### config.mk
export PLATFORM = sky130hd
export DESIGN_NAME = raster_irq_unit
export DESIGN_NICKNAME = d
export VERILOG_FILES = /design/src/rtl/rik_pkg.sv /design/src/rtl/rik_control.sv /design/src/rtl/rik_datapath.sv /design/src/rtl/raster_irq_unit.sv
export SDC_FILE = /design/constraint.sdc
export NUM_CORES = 1
export LEC_CHECK = 0
export BUFFER_PORTS_ARGS = -buffer_cell sky130_fd_sc_hd__buf_2
export CORE_MARGIN = 10
export CORE_UTILIZATION = 35
export CTS_BUF_LIST = sky130_fd_sc_hd__clkbuf_4 sky130_fd_sc_hd__clkbuf_8 sky130_fd_sc_hd__clkbuf_16
export DETAILED_ROUTE_END_ITERATION = 12
export GPL_ROUTABILITY_DRIVEN = 0
export PLACE_DENSITY = 0.56
export SYNTH_ARGS = -nofsm -noshare
export SYNTH_HDL_FRONTEND = slang
export SYNTH_SLANG_ARGS = --single-unit
### constraint.sdc
create_clock -name clk -period 4.4 [get_ports clk]
set_input_delay 0.88 -clock clk [delete_from_list [all_inputs] [get_ports clk]]
set_output_delay 0.88 -clock clk [all_outputs]
set_load 0.005 [all_outputs]
### src/rtl/rik_pkg.sv
package rik_pkg;
  typedef enum logic [1:0] {
    LM_192 = 2'd0,
    LM_224 = 2'd1,
    LM_240 = 2'd2,
    LM_ALT = 2'd3
  } lineMode_e;

  typedef struct packed {
    logic lineTick;
    logic lineActive;
    logic frameTick;
    logic latchPos;
  } ctlStrobe_t;

  function automatic logic [8:0] activeRows(input logic [1:0] m);
    case (m)
      LM_224:  activeRows = 9'd224;
      LM_240:  activeRows = 9'd240;
      default: activeRows = 9'd192;
    endcase
  endfunction
endpackage

### src/rtl/rik_control.sv
module rik_control
  import rik_pkg::*;
#(
  parameter int ROW_W = 9,
  parameter int COL_W = 9,
  parameter int LINE_COL = 64,
  parameter int FRAME_COL = 63
) (
  input  logic             colAdvance,
  input  logic [ROW_W-1:0] rowIn,
  input  logic [COL_W-1:0] colIn,
  input  logic [1:0]       lineMode,
  output ctlStrobe_t       strobe
);
  localparam logic [COL_W-1:0] LINE_AT  = COL_W'(LINE_COL);
  localparam logic [COL_W-1:0] FRAME_AT = COL_W'(FRAME_COL);

  logic [ROW_W-1:0] pixRows;

  always_comb begin
    pixRows = ROW_W'(activeRows(lineMode));
    strobe.latchPos   = colAdvance;
    strobe.lineTick   = colAdvance && (colIn == LINE_AT);
    strobe.lineActive = (rowIn <= pixRows);
    strobe.frameTick  = colAdvance && (colIn == FRAME_AT) && (rowIn == pixRows + ROW_W'(1));
  end
endmodule

### src/rtl/rik_datapath.sv
module rik_datapath
  import rik_pkg::*;
#(
  parameter int ROW_W = 9,
  parameter int COL_W = 9,
  parameter int CNT_W = 8,
  parameter int VC_W = 8,
  parameter int NTSC_LINES = 262,
  parameter int PAL_LINES = 313,
  parameter int VC_SWITCH_COL = 63
) (
  input  logic             clk,
  input  logic             rst_n,
  input  ctlStrobe_t       strobe,
  input  logic [ROW_W-1:0] rowIn,
  input  logic [COL_W-1:0] colIn,
  input  logic [1:0]       lineMode,
  input  logic             palMode,
  input  logic [CNT_W-1:0] reloadValue,
  input  logic             frameIrqEn,
  input  logic             lineIrqEn,
  input  logic             statusRead,
  output logic             irqOut,
  output logic             frameFlag,
  output logic [VC_W-1:0]  vCount
);
  localparam logic [ROW_W-1:0] NTSC_LAST = ROW_W'(NTSC_LINES - 1);
  localparam logic [ROW_W-1:0] PAL_LAST  = ROW_W'(PAL_LINES - 1);
  localparam logic [COL_W-1:0] VC_COL    = COL_W'(VC_SWITCH_COL);
  localparam logic [ROW_W-1:0] NTSC_STEP = ROW_W'(6);
  localparam logic [ROW_W-1:0] PAL_STEP  = ROW_W'(57);

  logic [CNT_W-1:0] lineCnt;
  logic             linePending;
  logic [ROW_W-1:0] rowQ;
  logic [COL_W-1:0] colQ;
  logic             cntWrap;

  assign cntWrap = (lineCnt == '0);

  always_ff @(posedge clk) begin
    if (!rst_n) begin
      lineCnt     <= '1;
      linePending <= 1'b0;
      frameFlag   <= 1'b0;
      rowQ        <= '0;
      colQ        <= '0;
    end else begin
      if (strobe.lineTick) begin
        if (!strobe.lineActive || cntWrap) lineCnt <= reloadValue;
        else                               lineCnt <= lineCnt - CNT_W'(1);
      end
      if (strobe.lineTick && strobe.lineActive && cntWrap) linePending <= 1'b1;
      else if (statusRead)                                 linePending <= 1'b0;
      if (strobe.frameTick)  frameFlag <= 1'b1;
      else if (statusRead)   frameFlag <= 1'b0;
      if (strobe.latchPos) begin
        rowQ <= rowIn;
        colQ <= colIn;
      end
    end
  end

  assign irqOut = (frameFlag && frameIrqEn) || (linePending && lineIrqEn);

  logic [ROW_W-1:0] srcRow;
  logic [ROW_W-1:0] adjRow;
  logic [ROW_W-1:0] thresh;
  logic             useAdj;

  always_comb begin
    if (colQ < VC_COL) begin
      if (rowQ == '0) srcRow = palMode ? PAL_LAST : NTSC_LAST;
      else            srcRow = rowQ - ROW_W'(1);
    end else begin
      srcRow = rowQ;
    end
    useAdj = 1'b1;
    if (!palMode) begin
      case (lineMode)
        LM_224:  thresh = ROW_W'(235);
        LM_240:  begin thresh = '1; useAdj = 1'b0; end
        default: thresh = ROW_W'(219);
      endcase
    end else begin
      case (lineMode)
        LM_224:  thresh = ROW_W'(259);
        LM_240:  thresh = ROW_W'(267);
        default: thresh = ROW_W'(243);
      endcase
    end
    if (useAdj && srcRow >= thresh) adjRow = srcRow - (palMode ? PAL_STEP : NTSC_STEP);
    else                            adjRow = srcRow;
    vCount = adjRow[VC_W-1:0];
  end
endmodule

### src/rtl/raster_irq_unit.sv
module raster_irq_unit
  import rik_pkg::*;
#(
  parameter int ROW_W = 9,
  parameter int COL_W = 9,
  parameter int CNT_W = 8,
  parameter int VC_W = 8,
  parameter int LINE_COL = 64,
  parameter int FRAME_COL = 63,
  parameter int VC_SWITCH_COL = 63,
  parameter int NTSC_LINES = 262,
  parameter int PAL_LINES = 313
) (
  input  logic             clk,
  input  logic             rst_n,
  input  logic             colAdvance,
  input  logic [ROW_W-1:0] rowIn,
  input  logic [COL_W-1:0] colIn,
  input  logic [1:0]       lineMode,
  input  logic             palMode,
  input  logic [CNT_W-1:0] reloadValue,
  input  logic             frameIrqEn,
  input  logic             lineIrqEn,
  input  logic             statusRead,
  output logic             irqOut,
  output logic             frameFlag,
  output logic [VC_W-1:0]  vCount
);
  ctlStrobe_t strobe;

  rik_control #(
    .ROW_W(ROW_W), .COL_W(COL_W), .LINE_COL(LINE_COL), .FRAME_COL(FRAME_COL)
  ) i_control (
    .colAdvance(colAdvance), .rowIn(rowIn), .colIn(colIn),
    .lineMode(lineMode), .strobe(strobe)
  );

  rik_datapath #(
    .ROW_W(ROW_W), .COL_W(COL_W), .CNT_W(CNT_W), .VC_W(VC_W),
    .NTSC_LINES(NTSC_LINES), .PAL_LINES(PAL_LINES), .VC_SWITCH_COL(VC_SWITCH_COL)
  ) i_datapath (
    .clk(clk), .rst_n(rst_n), .strobe(strobe), .rowIn(rowIn), .colIn(colIn),
    .lineMode(lineMode), .palMode(palMode), .reloadValue(reloadValue),
    .frameIrqEn(frameIrqEn), .lineIrqEn(lineIrqEn), .statusRead(statusRead),
    .irqOut(irqOut), .frameFlag(frameFlag), .vCount(vCount)
  );
endmodule

==> results summary, run 1 <==
The flow ran to the end, but the final reports show violations. The checks that failed: setup timing. The number of nets in the synthesized netlist is 335. The top cell type by area accounts for 23.6% of the synthesized area. The data arrival at the endpoint of the critical path came out at 3.54 ns.

Buffers inserted to repair hold after CTS numbered 0. CTS built an H-tree with a depth of 1. The wire length of the first global-routing pass came out at 10000 um. The count of pins over their slew limit came out at 0. The cell taking the most area after synthesis is sky130_fd_sc_hd__dfxtp_1. The minimum period implied by the final worst setup slack is 4.42 ns. The I/O pin count came out at 45. The height of the die came out at 102 um. Max-cap violations in this run came to 0. The buffer levels on the longest clock path came out at 2. Dividing the detail-routed via count by the number of cells gives 5.33.

The total power per unit cell area is 271 mW/mm2. The most common cell after layout, fill and taps aside is sky130_fd_sc_hd__buf_2. After layout, the worst path uses 101% of the clock period.

After floorplanning, the core was divided into 29 placement rows. The CTS tree is built. The overall die width came out at 102 um. The final routed DRC violation total is 0. In the synthesized netlist, the number of instances is 276. STA classifies the critical path startpoint as a register. CTS placed an instance of sky130_fd_sc_hd__clkbuf_8 at the clock tree root. For this configuration, the core starts out at a cell density of 36.7%. Headroom to the max-slew limit came out at 64.1%. The share of total power dissipated in the clock network is 17.2%. 0 antenna diodes ended up in the layout. Setup repair after global routing could not meet its margin everywhere.

Once detailed placement completed, the half-perimeter wirelength came to 4760 um. The transition time at the pin with the least slew margin came out at 0.539 ns. The CTS sink count is 28. The later-pin clock latency in the skew report is 0.27 ns.

The post-synthesis async set-or-reset flop share is 0%. For this run, the share of the core covered by cells in the final layout is 46.2%. The fraction of power consumed by sequential logic is 33.8%. The average wire per cell in the routed design is 14.8 um. The register bit total from synthesis is 28. The number of antenna-violating nets in the routed design is 0. The cell depth of the worst hold path came out at 2. In this run the worst hold path is classified as reg2reg. The initial antenna violation count came out at 0. The global-route usage over all layers is 11.4%. On the final layout, the worst clock skew is 0.00429 ns. In the final timing run, aggregate negative setup slack is -0.104 ns. A synthesized cell averages 8.60 um2. The kind of end point of the critical path is an output pin. The wire length after detailed routing came out at 6070 um. The net count of the finished layout is 394.

The sequential cell area fraction in the yosys report came out at 23.6%. The count of different cell masters after synthesis is 56. The post-synthesis cell area is 0.00237 mm2.

The total power after layout is 0.000809 W. Summed over all nets, the switching power comes to 0.000270 W. The internal portion of the total power is 0.000540 W. The number of setup violations in the final report came out at 5. The largest fanout on the critical path came out at 6. The leftover overflow at the end of global routing came out at 0.

IR analysis of the VDD net gives a maximum drop of 141 uV. The count of endpoints failing hold in the final timing report is 0. The static leakage is 1.33 nW. The count of buffers added on input and output ports is 44.

The pre-antenna-repair detailed-routing pass consisted of 5 iterations. Among all flip-flop cells after synthesis, the most frequent one is sky130_fd_sc_hd__dfxtp_1. The via count of the first global-routing pass is 2161. The area added between synthesis and finish is 25.6%.

The classification of the worst setup path is reg2out. Ranked by total cell area, the synthesized netlist is headed by sky130_fd_sc_hd__dfxtp_1, sky130_fd_sc_hd__ha_1, sky130_fd_sc_hd__mux2i_1. The depth of the most critical reg-to-reg path is 7. The post-route netlist has 31.8% of its cells at a drive strength greater than 1. Yosys mapped a number of flops with a built-in enable equal to 0. The number of buffers added by the clock tree synthesis step came out at 3. The largest net degree at the start of global routing came out at 29.

The highest clock rate is 226 MHz. After floorplanning, the core was sized to cover 0.00646 mm2. The clock transition time at the flip-flop clock pins of the worst setup and hold paths is 0.09 ns. The part of the total power dissipated in combinational logic came out at 49.1%. In the layout the commonest cells are sky130_fd_sc_hd__buf_2, sky130_fd_sc_hd__dfxtp_1, sky130_fd_sc_hd__nor2b_1. The die outline area came out at 0.0105 mm2. Net switching is 33.3% of the power. The first routing iteration left 92 violations. The required time of the worst setup path is 3.52 ns. The final critical-path setup slack is -0.0239 ns. The detailed router placed 2184 vias in this run. Yosys printed 0 warnings.
## worst max-delay path, cell delays in order, from the launching register on
cell                       delay (ns)
sky130_fd_sc_hd__dfxtp_1         0.33
sky130_fd_sc_hd__inv_2           0.08
sky130_fd_sc_hd__ha_4            0.13
sky130_fd_sc_hd__or4b_4          0.49
sky130_fd_sc_hd__nor4_4          0.27
sky130_fd_sc_hd__buf_4           0.19
sky130_fd_sc_hd__a21oi_2         0.04
sky130_fd_sc_hd__o22a_2          0.27
sky130_fd_sc_hd__buf_6           0.13
sky130_fd_sc_hd__ha_4            0.14
sky130_fd_sc_hd__a21o_1          0.18
sky130_fd_sc_hd__a21oi_2         0.14
sky130_fd_sc_hd__o221ai_2        0.12
sky130_fd_sc_hd__a31oi_4         0.22
sky130_fd_sc_hd__nor2_4          0.10
sky130_fd_sc_hd__mux2_4          0.32
sky130_fd_sc_hd__buf_6           0.11
## state kept, by name, indices dropped and copies added, names as in the netlist
name,flops
i_datapath.colQ,9
i_datapath.rowQ,9
i_datapath.lineCnt,8
i_datapath.frameFlag,1
i_datapath.linePending,1
## kinds of logic (layout without fill, tap and decap cells)
logic type / count (synthesis) / count (layout) / synth area share (%)
AND/OR/NAND/NOR: 97 / 97 / 23.9
XOR/XNOR: 4 / 4 / 1.48
AO/OA/AOI/OAI: 63 / 63 / 18.2
buffers and inverters: 28 / 85 / 4.90
flip-flops: 28 / 28 / 23.6
adder cells (fa/ha/maj): 24 / 24 / 13.0
multiplexers: 32 / 32 / 15.0
## layer usage
metal,vias to the layer above,track usage [%],routed length (um)
li1,1125,-,-
met4,0,2.17,46
met5,-,0,0
met1,1017,14.5,2900
met2,36,19.5,2890
met3,6,2.63,234
## cells in the mapped netlist (3+ instances only)
cell type                   n
sky130_fd_sc_hd__dfxtp_1   28
sky130_fd_sc_hd__ha_1      23
sky130_fd_sc_hd__nor2b_1   22
sky130_fd_sc_hd__nor2_1    20
sky130_fd_sc_hd__mux2i_1   19
sky130_fd_sc_hd__inv_1     18
sky130_fd_sc_hd__o21ai_0   14
sky130_fd_sc_hd__a21oi_1   13
sky130_fd_sc_hd__nand2_1   11
sky130_fd_sc_hd__mux2_2     8
sky130_fd_sc_hd__nand3_1    8
sky130_fd_sc_hd__o21a_1     7
sky130_fd_sc_hd__clkbuf_1   6
sky130_fd_sc_hd__nand4_1    6
sky130_fd_sc_hd__a21o_1     5
sky130_fd_sc_hd__mux2_4     5
sky130_fd_sc_hd__nor3_1     5
sky130_fd_sc_hd__nor4_1     5
sky130_fd_sc_hd__nor4b_1    4
sky130_fd_sc_hd__o211ai_1   3
sky130_fd_sc_hd__o22ai_1    3
sky130_fd_sc_hd__xor2_1     3
## cell type report
cell class	count	area, um2
clock buffers	3	41.3
fillers	639	3480
inverters	18	67.6
multi-input cells	220	1810
flip-flops and latches	28	562
well taps	77	96.3
repair buffers	64	403
## worst paths after layout
path | start | to | slack [ns]
setup / recovery | i_datapath.rowQ[1] | vCount[3] | -0.02
hold / removal | i_datapath.colQ[2] | i_datapath.colQ[2] | 0.53
hold reg to reg | i_datapath.colQ[2] | i_datapath.colQ[2] | 0.53
setup reg to reg | i_datapath.lineCnt[2] | i_datapath.lineCnt[7] | 2.32
## power groups by stage
stage          clock [W]  combinational [W]  sequential, W
3_3_place_gp           0           0.000329       0.000278
6_report        0.000139           0.000397       0.000273
4_1_cts         0.000146           0.000346       0.000272
5_1_grt         0.000157           0.000438       0.000275
2_1_floorplan          0           0.000228       0.000276
3_5_place_dp           0           0.000332       0.000278
## through the flow
| step | cells | area, um2 | worst slack (ns) | hold WS [ns] |
|---|---|---|---|---|
| finish | 410 | 2980 | -0.0239 | 0.530 |
| floorplan | 276 | 2370 | 0.363 | 0.482 |
| global placement | 400 | 2740 | 0.160 | 0.500 |
| global route | 410 | 2980 | -0.154 | 0.561 |
| detailed placement | 400 | 2740 | 0.0702 | 0.510 |
| CTS | 404 | 2820 | 0.00177 | 0.535 |
## timing repair
item                                    in CTS  in global routing
hold endpoints to repair                     0                  0
resized for setup                            7                 23
buffers inserted                             1                  6
pin swaps                                    2                 14
endpoints found under the setup margin       8                  8
Power figures use the tool's default switching activity.
==> run 2, diff against run 1 <==
- CORE_UTILIZATION: 35 -> 23
- PLACE_DENSITY: 0.56 -> 0.41
==> results summary, run 2 (synthesized netlist as in run 1, its figures left out) <==
The kind of end point of the critical path is an output pin. The final critical-path share of the clock period came out at 100%. In the final timing run, aggregate negative setup slack is -0.00816 ns.

The wire length after detailed routing came out at 6860 um. The static leakage is 1.35 nW. The final routed DRC violation total came out at 0. Across all setup checks in the final design, the least slack found is -0.00816 ns. The cell sitting at the root of the clock tree is a sky130_fd_sc_hd__clkbuf_8. The launching element type of the critical path is a register. After clock tree synthesis, the clock-pin slew on the worst setup and hold paths is 0.10 ns. Setup violations remaining at the end of the flow were counted as 1.

Once the floorplan was initialized, standard cells occupied 23.3% of the core. The overall die width came out at 122 um. The worst clock skew is 0.00331 ns. The repair_antennas step left the layout with diodes totalling 0.

The die outline area is 0.0148 mm2. The smallest clock period supported by the final layout is computed as 4.41 ns. The core occupancy in the finished layout came out at 30.7%. The initial antenna violation count is 0. The worst pin sits at a relative slew slack of 38.5%.

In this run the number of H-tree levels came out at 1. The count of endpoints failing hold in the final timing report was 0. The largest registers in the layout are i_datapath.colQ: 9 flops, i_datapath.rowQ: 9 flops, i_datapath.lineCnt: 8 flops.

Before antenna repair, the detailed router went through 4 iterations. The transition time at the pin with the least slew margin came out at 0.918 ns. After the first detailed-routing iteration, the DRC count stood at 76. In the layout the commonest cells are sky130_fd_sc_hd__buf_2, sky130_fd_sc_hd__dfxtp_1, sky130_fd_sc_hd__buf_4. Summed over all nets, the half-perimeter wirelength after detailed placement is 5430 um. In this run the register-to-register setup slack is 2.18 ns. The final reports fail on setup timing. The largest net degree at the start of global routing came out at 29. The number of buffers added by the clock tree synthesis step is 3. Along the worst path, the maximum fanout reaches 3. The area of the core is 0.0102 mm2.

In the final layout, the share of cells above drive strength 1 is 33.9%. The number of antenna-violating nets in the routed design came out at 0. The CTS tree is built. Setup repair after global routing could not meet its margin everywhere. The area growth from synthesis to layout is 31.5%. Timing would allow up to 227 MHz. The number of nets in the finished design came out at 399. The flow ran to the end, but the final reports show violations. The library cell used most frequently in the layout, excluding fill and tap cells, is sky130_fd_sc_hd__buf_2. The via count is 2205. The min-delay analysis places its worst path in the category reg2reg. In the routed layout, each cell is associated on average with a via count of 4.64. The CTS sink count is 28.

The largest voltage drop on the vdd net came out at 101 uV. Pin placement for this block handled 45 I/O pins. The clock reaches the later pin of the worst-skew pair after 0.27 ns. The classification of the worst setup path is reg2out. For this run the aggregate overflow at the end of global routing stands at 0.

The via count of the first global-routing pass came out at 2221. Max-cap violations in this run came to 0. No sink is reached through more buffers than the 2 on the longest clock path. The required time of the worst setup path is 3.52 ns. Dividing the detail-routed wire length by the instance count gives 14.4 um. The floorplan row count came out at 37. The count of pins over their slew limit is 0.

The setup slack after placement came out at 0.0771 ns. The data arrival at the endpoint of the critical path came out at 3.53 ns. The number of port buffers came out at 44. The total power per unit cell area is 271 mW/mm2. The wire length of the first global-routing pass came out at 11000 um. The height of the die is 122 um.

The global-route usage over all layers came out at 8.93%.
[run 2: changes by cell type in the layout (fill, tap and decap cells not counted), moves of 2 or more]
cell,before,now
sky130_fd_sc_hd__ha_1,20,18
sky130_fd_sc_hd__buf_4,18,25
sky130_fd_sc_hd__ha_4,3,5
sky130_fd_sc_hd__o21ai_1,2,4
[run 2: worst max-delay path, stage by stage, from the launching register on]
cell and delay (ns):
sky130_fd_sc_hd__dfxtp_2 0.33, sky130_fd_sc_hd__inv_2 0.07, sky130_fd_sc_hd__ha_4 0.12, sky130_fd_sc_hd__or4b_4 0.50, sky130_fd_sc_hd__nor4_4 0.35, sky130_fd_sc_hd__buf_4 0.19, sky130_fd_sc_hd__a21oi_2 0.03, sky130_fd_sc_hd__o22a_2 0.28
sky130_fd_sc_hd__ha_4 0.27, sky130_fd_sc_hd__nand4_1 0.10, sky130_fd_sc_hd__nor2_2 0.17, sky130_fd_sc_hd__a31oi_4 0.12, sky130_fd_sc_hd__buf_4 0.17, sky130_fd_sc_hd__nor4b_4 0.25, sky130_fd_sc_hd__xor2_1 0.16, sky130_fd_sc_hd__buf_2 0.13
[run 2: where the power goes]
part / switching (W) / internal, W
sequential: 0.00000755 / 0.000263
clock: 0.0000821 / 0.0000802
combinational: 0.000191 / 0.000221
total: 0.000280 / 0.000564
[run 2: worst paths after layout]
kind / from / end / cells past startpoint
worst max register to register: i_datapath.lineCnt[2] / i_datapath.lineCnt[1] / 7
worst min-delay path: i_datapath.lineCnt[5] / i_datapath.lineCnt[5] / 2
worst min register to register: i_datapath.lineCnt[5] / i_datapath.lineCnt[5] / 2
worst max-delay path: i_datapath.rowQ[0] / vCount[7] / 15
[run 2: final cells by class]
| cell class | count | area, um2 |
|---|---|---|
| timing repair buffer | 69 | 439 |
| tap | 136 | 170 |
| sequential | 28 | 563 |
| inverter | 18 | 67.6 |
| multi-input combinational | 220 | 1830 |
| fill | 1122 | 7060 |
| clock buffer | 4 | 55.1 |
[run 2: stage by stage]
step           total power (W)  area [um2]  instances  hold WS, ns
2_1_floorplan         0.000504        2370        276        0.482
4_1_cts               0.000817        3010        474        0.532
6_report              0.000845        3120        475        0.529
3_3_place_gp          0.000636        2900        470        0.503
3_5_place_dp          0.000637        2900        470        0.504
5_1_grt               0.000912        3120        475        0.557
[run 2: repair_timing]
item | in CTS | in global routing
hold buffers | 0 | 0
endpoints found under the setup margin | 8 | 8
setup buffers | 1 | 1
pin swaps | 3 | 12
hold endpoints to repair | 0 | 0
resized for setup | 12 | 21
[run 2: routing by layer]
metal	vias to the layer above	share of wire, %	track usage, %	wire length, um
met4	0	0.25	0.894	17
li1	1132	-	-	-
met1	1039	49	11.9	3340
met2	32	48	15.0	3310
met3	2	2.7	1.80	187
met5	-	0	0	0
==> run 3, diff against run 2 <==
==> constraint.sdc (replaced) <==
create_clock -name clk -period 4.4 [get_ports clk]
set_input_delay 0.22 -clock clk [delete_from_list [all_inputs] [get_ports clk]]
set_output_delay 0.22 -clock clk [all_outputs]
set_load 0.005 [all_outputs]
==> results summary, run 3 (synthesized netlist as in run 1, its figures left out) <==
Entering global routing, the biggest net connects 29 pins. The area of all sequential standard cells is 561 um2. The data arrival at the endpoint of the critical path came out at 3.90 ns. The critical path ends at vCount[3]. The launching element type of the critical path is a register. Clock latency on the worst-skew pair, taken at its later pin, is 0.28 ns. In the final layout, the registers with the most flip-flops are i_datapath.colQ: 9 flops, i_datapath.rowQ: 9 flops, i_datapath.lineCnt: 8 flops. The setup slack of the most critical reg-to-reg path is 2.28 ns. The largest voltage drop on the vdd net came out at 90.6 uV.

The analysis attributes to cell leakage a power of 1.22 nW. The number of setup violations in the final report is 0. The number of inserted filler cells in the final layout came out at 1137. The fraction of layout cells with a size suffix above 1 came out at 23.3%. The post-detailed-route via-to-cell ratio is 4.66. In this run switching power makes up 33.5% of total power. The critical path buffer and inverter count is 3.

Timing would allow up to 243 MHz. The area of the core is 0.0102 mm2. The area added between synthesis and finish is 17.9%. The switching power came out at 0.000252 W. The worst register-to-register path has a depth of 7. The via count is 2112. The cell area after layout is 0.00280 mm2. The final critical-path share of the clock period is 93.6%.

The initial antenna violation count was 0. The total power per unit cell area came out at 269 mW/mm2. The CTS tree is built. The flow ran to the end, and the final reports show no timing, DRC or antenna violations. In this run the clock root is driven by a sky130_fd_sc_hd__clkbuf_8. Leaving out fill and tap cells, the most frequent cells in the layout are sky130_fd_sc_hd__buf_2, sky130_fd_sc_hd__dfxtp_1, sky130_fd_sc_hd__ha_1. The average wire per cell in the routed design came out at 14.3 um. The global-route usage over all layers is 8.71%. Measured against its own limit, the worst slew margin works out to 48.8%. In the routed design, unresolved DRC markers number 0.

The die covers 0.0148 mm2. The clock transition time at the flip-flop clock pins of the worst setup and hold paths came out at 0.09 ns. The wire-length estimate of the detail-placed layout is 5210 um. The worst clock skew is 0.00963 ns.

The number of antenna-violating nets in the routed design is 0. The most critical setup path has its startpoint at i_datapath.rowQ[0]. The height of the die came out at 122 um.

Broken down by cell family, the worst path's largest delay share belongs to compound AO/OA/AOI/OAI gates. The number of optimization iterations in the first detailed-route pass came out at 4. The H-tree level count is 1.

The critical path goes through inv_1, ha_1, or4b_4, nor4_4, buf_4, a21oi_1, o21ai_0, ha_1, a21o_1, a21oi_1, o221ai_1, a31oi_4, nor2_4, mux2_4, buf_2. The area occupied by multi-input gates is 0.00170 mm2. The placed cell area is 0.00272 mm2.

The count of pins over their slew limit is 0. The leftover overflow at the end of global routing came out at 0. The wire length of the first global-routing pass came out at 10900 um. The effective utilization at floorplan is 23.3%. The library cell used most frequently in the layout, excluding fill and tap cells, is sky130_fd_sc_hd__buf_2.

0 antenna diodes ended up in the layout. The critical path is of the reg2out type. After the first detailed-routing iteration, the DRC count stood at 72. The internal power of the cells is 0.000500 W. The buffer levels on the longest clock path is 2.

STA classifies the critical path endpoint as an output pin. The floorplan row count is 37. The overall die width is 122 um. The fraction of power consumed by sequential logic came out at 36.5%.

The biggest cell delay along the critical path is 0.48 ns. The CTS sink count came out at 28. The tightest min-delay check is of the in2reg type. The largest fanout on the critical path came out at 7. The cell depth of the worst setup path is 15. The startpoint identified for the worst register-to-register timing path is i_datapath.lineCnt[2].

The number of port buffers is 44. Subtracting the final worst setup slack from the clock period gives 4.12 ns. The worst flop-to-flop path endpoint is i_datapath.lineCnt[2]. The part of the total power dissipated in combinational logic is 42.0%. The required time of the worst setup path is 4.18 ns. Across the run, the number of max-cap violations was 0.

The count of endpoints failing hold in the final timing report came out at 0. At the pin with the least slew margin, the transition time is 0.764 ns. Buffers inserted during clock tree synthesis total 3. At the end of the flow, the number of nets in the layout was 377. The portion of total power attributed to the clock network came out at 21.5%. The hold buffer count at CTS is 0.

The routed design has 6470 um of wire. During I/O placement, the number of pins put on the boundary was 45. The post-route setup TNS is 0 ns. The via count of the first global-routing pass was 2125. The total power after layout is 0.000753 W. Setup repair after global routing left no endpoint under its margin. The slowest stage of the critical path belongs to the cell sky130_fd_sc_hd__or4b_4. The hold slack came out at 0.215 ns.
==> run 3: layout make-up <==
type                    count  share of cell area (%)
clock buffers               4                    1.97
well taps                 136                    6.08
flip-flops and latches     28                    20.0
inverters                  18                    2.41
repair buffers             47                    8.67
multi-input cells         220                    60.8
==> run 3: metrics by stage <==
stage                     worst slack, ns  util, %  cells
final                               0.282     27.5    453
after floorplan                      1.06        -    276
after global placement              0.553     26.7    447
after global routing              0.00683     27.5    453
after detailed placement            0.499     26.7    447
after CTS                           0.173     27.3    451
==> run 3: layer usage <==
| metal | GRT usage [%] | vias to the layer above | routed length [um] | share of wire [%] |
|---|---|---|---|---|
| met1 | 11.5 | 988 | 3110 | 48 |
| met3 | 1.80 | 2 | 198 | 3.1 |
| met2 | 14.7 | 34 | 3140 | 49 |
| met5 | 0 | - | 0 | 0 |
| li1 | - | 1088 | - | - |
| met4 | 0.894 | 0 | 19 | 0.29 |
==> run 3: how the worst min path moves through the flow <==
| stage | startpoint | to | slack, ns | cells past startpoint |
|---|---|---|---|---|
| final | rowIn[1] | i_datapath.rowQ[1] | 0.22 | 3 |
| after global routing | rowIn[1] | i_datapath.rowQ[1] | 0.24 | 3 |
| after CTS | rowIn[1] | i_datapath.rowQ[1] | 0.21 | 3 |
| after detailed placement | rowIn[1] | i_datapath.rowQ[1] | 0.50 | 3 |
| after global placement | rowIn[2] | i_datapath.rowQ[2] | 0.50 | 3 |
| after floorplan | rowIn[2] | i_datapath.rowQ[2] | 0.39 | 2 |
==> run 3: worst reg2reg max path: stages, from the launching register on <==
cell and delay [ns]:
sky130_fd_sc_hd__dfxtp_1 0.37, sky130_fd_sc_hd__nor4_1 0.51, sky130_fd_sc_hd__nand3_1 0.18, sky130_fd_sc_hd__o211ai_1 0.12, sky130_fd_sc_hd__buf_4 0.25, sky130_fd_sc_hd__mux2_2 0.36, sky130_fd_sc_hd__o22ai_1 0.12, sky130_fd_sc_hd__nand2_1 0.07
==> run 3: timing repair <==
item                                    CTS  global route
setup buffers                             0             2
endpoints found under the setup margin    0             1
gates resized for setup                   0             1
hold endpoints to repair                  0             0
==> run 3: power groups by stage <==
stage	Combinational [W]	Clock, W	Sequential (W)
2_1_floorplan	0.000228	0	0.000276
3_3_place_gp	0.000318	0	0.000280
3_5_place_dp	0.000316	0	0.000281
4_1_cts	0.000318	0.000171	0.000275
5_1_grt	0.000355	0.000178	0.000277
6_report	0.000316	0.000162	0.000275
